[config.mk]
export PLATFORM = sky130hd
export DESIGN_NAME = lane_shra_accum
export DESIGN_NICKNAME = d
export VERILOG_FILES = /design/src/rtl/shra_pkg.sv /design/src/rtl/shra_imm_decode.sv /design/src/rtl/shra_lane_bank.sv /design/src/rtl/shra_size_select.sv /design/src/rtl/lane_shra_accum.sv
export SDC_FILE = /design/constraint.sdc
export NUM_CORES = 2
export LEC_CHECK = 0
export BUFFER_PORTS_ARGS = -buffer_cell sky130_fd_sc_hd__buf_2
export CAP_MARGIN = 20
export CORE_ASPECT_RATIO = 1.2
export CORE_MARGIN = 3
export CORE_UTILIZATION = 30
export DETAILED_ROUTE_END_ITERATION = 16
export PLACE_DENSITY_LB_ADDON = 0.08
export SYNTH_ARGS = -nofsm -noshare
export SYNTH_HDL_FRONTEND = slang
export SYNTH_SLANG_ARGS = --single-unit
export TNS_END_PERCENT = 20
[constraint.sdc]
create_clock -name clk -period 20.8 [get_ports clk]
set_input_delay 4.16 -clock clk [delete_from_list [all_inputs] [get_ports clk]]
set_output_delay 4.16 -clock clk [all_outputs]
set_load 0.01 [all_outputs]
[src/rtl/shra_pkg.sv]
package shra_pkg;

    localparam int VEC_W    = 128;
    localparam int HALF_W   = VEC_W / 2;
    localparam int IMM_HI_W = 4;
    localparam int IMM_LO_W = 3;
    localparam int IMM_W    = IMM_HI_W + IMM_LO_W;
    localparam int SHIFT_W  = IMM_W;
    localparam int N_SIZES  = 4;
    localparam int MIN_LANE = 8;

    typedef enum logic [1:0] {
        SZ_BYTE = 2'd0,
        SZ_HALF = 2'd1,
        SZ_WORD = 2'd2,
        SZ_DBL  = 2'd3
    } elem_size_e;

    typedef struct packed {
        logic               reject;
        elem_size_e         size;
        logic [SHIFT_W-1:0] shamt;
    } imm_decode_t;

    typedef struct packed {
        logic             fault;
        logic [VEC_W-1:0] data;
    } shra_result_t;

    // Highest set bit of the upper immediate selects the lane width.
    function automatic elem_size_e top_bit_size(input logic [IMM_HI_W-1:0] hi);
        elem_size_e s;
        casez (hi)
            4'b1???: s = SZ_DBL;
            4'b01??: s = SZ_WORD;
            4'b001?: s = SZ_HALF;
            default: s = SZ_BYTE;
        endcase
        return s;
    endfunction

    // Twice the lane width, taken modulo 2^SHIFT_W; the 64-bit case wraps
    // to zero, which keeps the subtraction below correct in 7 bits.
    function automatic logic [SHIFT_W-1:0] double_width(input elem_size_e s);
        logic [SHIFT_W:0] full;
        full = (SHIFT_W+1)'(2 * MIN_LANE) << s;
        return full[SHIFT_W-1:0];
    endfunction

endpackage

[src/rtl/shra_imm_decode.sv]
module shra_imm_decode
    import shra_pkg::*;
(
    input  logic [IMM_HI_W-1:0] imm_hi,
    input  logic [IMM_LO_W-1:0] imm_lo,
    input  logic                q_wide,
    output imm_decode_t         dec
);

    logic [IMM_W-1:0] imm_full;
    logic             no_bits;
    logic             wide_only;

    assign imm_full  = {imm_hi, imm_lo};
    assign no_bits   = (imm_hi == '0);
    assign wide_only = imm_hi[IMM_HI_W-1] & ~q_wide;

    always_comb begin
        dec.size   = top_bit_size(imm_hi);
        dec.shamt  = double_width(dec.size) - imm_full;
        dec.reject = no_bits | wide_only;
    end

endmodule

[src/rtl/shra_lane_bank.sv]
module shra_lane_bank
    import shra_pkg::*;
#(
    parameter int LANE_W = 8,
    parameter int DATA_W = VEC_W
)(
    input  logic [DATA_W-1:0]  src_vec,
    input  logic [DATA_W-1:0]  acc_vec,
    input  logic [SHIFT_W-1:0] shamt,
    output logic [DATA_W-1:0]  sum_vec
);

    localparam int N_LANES = DATA_W / LANE_W;

    for (genvar i = 0; i < N_LANES; i++) begin : g_lane
        logic [LANE_W-1:0] src_l;
        logic [LANE_W-1:0] acc_l;
        logic [LANE_W-1:0] shr_l;

        assign src_l = src_vec[i*LANE_W +: LANE_W];
        assign acc_l = acc_vec[i*LANE_W +: LANE_W];
        // A shift of LANE_W or more drains the lane to zero.
        assign shr_l = src_l >> shamt;
        assign sum_vec[i*LANE_W +: LANE_W] = acc_l + shr_l;
    end

endmodule

[src/rtl/shra_size_select.sv]
module shra_size_select
    import shra_pkg::*;
(
    input  logic [N_SIZES-1:0][VEC_W-1:0] cand,
    input  imm_decode_t                   dec,
    input  logic                          q_wide,
    output shra_result_t                  res
);

    logic [VEC_W-1:0] picked;

    always_comb begin
        picked    = cand[dec.size];
        res.fault = dec.reject;
        if (dec.reject)
            res.data = '0;
        else if (!q_wide)
            res.data = {{(VEC_W-HALF_W){1'b0}}, picked[HALF_W-1:0]};
        else
            res.data = picked;
    end

endmodule

[src/rtl/lane_shra_accum.sv]
module lane_shra_accum
    import shra_pkg::*;
(
    input  logic                clk,
    input  logic                rst,
    input  logic                start,
    input  logic                q_wide,
    input  logic [IMM_HI_W-1:0] imm_hi,
    input  logic [IMM_LO_W-1:0] imm_lo,
    input  logic [VEC_W-1:0]    src_vec,
    input  logic [VEC_W-1:0]    acc_vec,
    output logic [VEC_W-1:0]    result,
    output logic                valid,
    output logic                undef
);

    imm_decode_t                   dec;
    logic [N_SIZES-1:0][VEC_W-1:0] cand;
    shra_result_t                  nxt;

    shra_imm_decode u_decode (
        .imm_hi (imm_hi),
        .imm_lo (imm_lo),
        .q_wide (q_wide),
        .dec    (dec)
    );

    for (genvar k = 0; k < N_SIZES; k++) begin : g_size
        shra_lane_bank #(
            .LANE_W (MIN_LANE << k),
            .DATA_W (VEC_W)
        ) u_bank (
            .src_vec (src_vec),
            .acc_vec (acc_vec),
            .shamt   (dec.shamt),
            .sum_vec (cand[k])
        );
    end

    shra_size_select u_select (
        .cand   (cand),
        .dec    (dec),
        .q_wide (q_wide),
        .res    (nxt)
    );

    always_ff @(posedge clk) begin
        if (rst) begin
            result <= '0;
            valid  <= 1'b0;
            undef  <= 1'b0;
        end else begin
            valid <= start;
            undef <= start & nxt.fault;
            if (start)
                result <= nxt.data;
        end
    end

endmodule

==> flow_summary.json <==
{
  "setup_tns_ns": 0,
  "finalHoldViolations": 0,
  "fin_cells": 7973,
  "gp_congestion": 0.965,
  "synth_seq_cells": 130,
  "first_iter_violations": 5181,
  "async_reset_ff_share_pct": 0,
  "fin_worst_skew_ns": 0,
  "grt_pass1_vias": 46053,
  "dr.pass1.iters": 7,
  "layout_setup_ws_ns": 8.18,
  "synth-seq-area-share_pct": 6.45,
  "required_ns": 21.32,
  "synth.most_common_cell": "nor2_1",
  "crit_path_end_kind": "register",
  "clock-root-buffer": "clkbuf_16",
  "portBuffers": 396,
  "synth_common_cells": "nor2_1, a21oi_1, nand2_1, ha_1, o21ai_0",
  "clock_latency_ns": 0.57,
  "synth_top_cell_by_area": "ha_1",
  "yosys_warnings": 0,
  "detail-route-antenna-nets": 0,
  "worstHoldStart": "result[50]",
  "synth_area_um2": 40400,
  "core_um2": 133000,
  "r2r_end": "result[57]",
  "area_growth_syn_to_layout_pct": 10.5,
  "post_cts.resized_instances": 0,
  "initial_core_util_pct": 30.4,
  "synth_flop_cell": "dfxtp_1",
  "worst_pin_slew_ns": 1.24,
  "hold_class": "reg -> reg",
  "fp.dieW_um": 341,
  "grt_max_degree": 158,
  "synth_edf_count": 0,
  "peakVddDrop_mv": 0.0830,
  "place_ws_ns": 7.91,
  "synth_area_per_cell_um2": 6.70,
  "drc_errors": 0,
  "cts_tree": "yes",
  "fillers": 14862,
  "r2r-start": "result[57]",
  "status": "completed",
  "nets": 6961,
  "multi_input_area_um2": 36000,
  "cap_violations": 0,
  "ios": 397,
  "die_height_um": 408,
  "synthCells": 6026,
  "vias": 48731,
  "rrSetupSlack_ns": 19.59,
  "antenna_found_initial": 16,
  "hold-path-endpoint": "result[50]",
  "setup_violations": 0,
  "power.density_nw_per_um2": 57.4,
  "grtUsageTotal_pct": 33.0,
  "cts_sinks": 130,
  "numCtsBuffers": 17,
  "min_path_cells": 1,
  "utilization_pct": 33.6,
  "synth_fp_nets": 6808,
  "die_area_um2": 139000,
  "critPathKind": "in -> reg",
  "startpoint_type": "input pin",
  "regArea_um2": 2600,
  "synth_area_leaders": "ha_1, a21oi_1, nor2_1",
  "wl_per_cell_um": 30.0,
  "grt_pass1_wl_um": 336000,
  "fmax_ghz": 0.0793,
  "slew_headroom_pct": 16.3,
  "h-tree-depth": 4,
  "finalCritPeriodShare_pct": 60.6,
  "dpl.cell_count": 7935,
  "routed_wl_um": 239000,
  "rsz0062_at_grt": "false",
  "cp_max_fo": 36,
  "yosys.area.top_type_share_pct": 15.0,
  "p_leak_nw": 20.2,
  "ys_types": 102,
  "rows": 146,
  "cts_hold_buf": 0,
  "min_period_ns": 12.62,
  "hpwl_um": 191000,
  "gr-total-overflow": 0,
  "ff2ff_path_depth": 2,
  "vias_per_cell": 6.11,
  "maxSlewViolCount": 0,
  "crit_arrival_ns": 13.14,
  "post_cts_buffers": 0,
  "layout-drive-gt1-share_pct": 11.0,
  "clkSlewWorstSetupHoldPaths_ns": 0.08,
  "cts_buffer_depth": 2
}
## layout by cell type, fill, tap and decap left out, types with 51 or more instances in the layout
| cell | n |
|---|---|
| a211oi_1 | 160 |
| a21o_1 | 214 |
| a21oi_1 | 736 |
| a31oi_1 | 65 |
| and2_1 | 95 |
| and3_1 | 68 |
| buf_2 | 394 |
| buf_4 | 96 |
| dfxtp_1 | 130 |
| ha_1 | 484 |
| inv_1 | 127 |
| mux2i_1 | 107 |
| nand2_1 | 547 |
| nand2b_1 | 55 |
| nand3_1 | 111 |
| nand4_1 | 51 |
| nor2_1 | 767 |
| nor2b_1 | 78 |
| nor3_1 | 163 |
| o211ai_1 | 62 |
| o21a_1 | 59 |
| o21ai_0 | 422 |
| o21bai_1 | 92 |
| xnor2_1 | 250 |
| xor2_1 | 129 |
## flip-flops by register name, summed over array words and instances, names as in the netlist
signal	cells
result	128
undef	1
valid	1
## power by group
group | internal, mW | switching, mW | leakage, nW
clock network | 0.163 | 0.163 | 0.265
registers | 0.273 | 0.0180 | 1.06
logic | 0.641 | 1.30 | 18.8
total | 1.08 | 1.48 | 20.2
## through the flow
step           area [um^2]  hold slack (ns)  power [mW]
2_1_floorplan        40400            0.463        1.51
3_3_place_gp         44100            0.426        2.19
3_5_place_dp         44100            0.434        2.18
4_1_cts              44600            0.448        2.53
5_1_grt              44600            0.470        2.71
6_report             44600            0.445        2.56
## cell families (layout without fill, tap and decap cells)
logic type,after synthesis,after routing,share of synthesized area [%]
fa+ha+maj,515,515,16.5
simple gates,2084,2084,23.5
mux,164,164,4.72
flops,130,130,6.45
xor+xnor,387,387,8.40
compound gates,2254,2254,35.5
buf+inv,492,658,4.94
other cells,0,5,0
## cell type report
class / instances / share of cell area (%)
multi-input cells: 5404 / 80.7
repair buffers: 493 / 6.13
flip-flops and latches: 130 / 5.83
well taps: 1776 / 4.98
inverters: 133 / 1.12
clock buffers: 23 / 1.09
clock inverters: 9 / 0.126
diodes: 5 / 0.0280
## layer usage
metal,GRT usage [%],share of wire [%]
met1,43.6,43
met2,52.3,44
met3,6.13,8.0
met4,14.0,4.7
met5,0,0.0067
## critical path, stage by stage
cell	delay (ns)
buf_4	0.25
nor2_4	0.13
buf_4	0.51
buf_4	0.57
nand2_1	0.14
inv_1	0.35
ha_1	0.43
and4bb_1	0.31
mux2i_1	0.17
or3_2	0.76
buf_4	0.38
nor2_1	0.82
nand2_1	0.16
o21ai_0	0.12
nor2_1	0.06
a211oi_1	0.34
ha_1	0.31
a2111oi_0	0.09
o21ai_1	0.22
o211ai_1	0.21
a311oi_2	0.55
o2111ai_1	0.36
a211oi_1	0.68
nor2_1	0.14
xor2_1	0.17
a2111oi_0	0.53
a21o_1	0.13
## worst max-delay path by stage
stage	endpoint	from	slack (ns)	depth (start not counted)
6_report	result[116]	imm_hi[3]	8.18	27
5_1_grt	result[124]	imm_lo[0]	8.00	21
3_5_place_dp	result[116]	imm_hi[3]	7.91	25
4_1_cts	result[116]	imm_hi[3]	8.53	25
2_1_floorplan	result[116]	imm_hi[2]	10.75	27
3_3_place_gp	result[126]	imm_hi[3]	8.08	25
No activity file was read; power rests on OpenSTA's default activity.
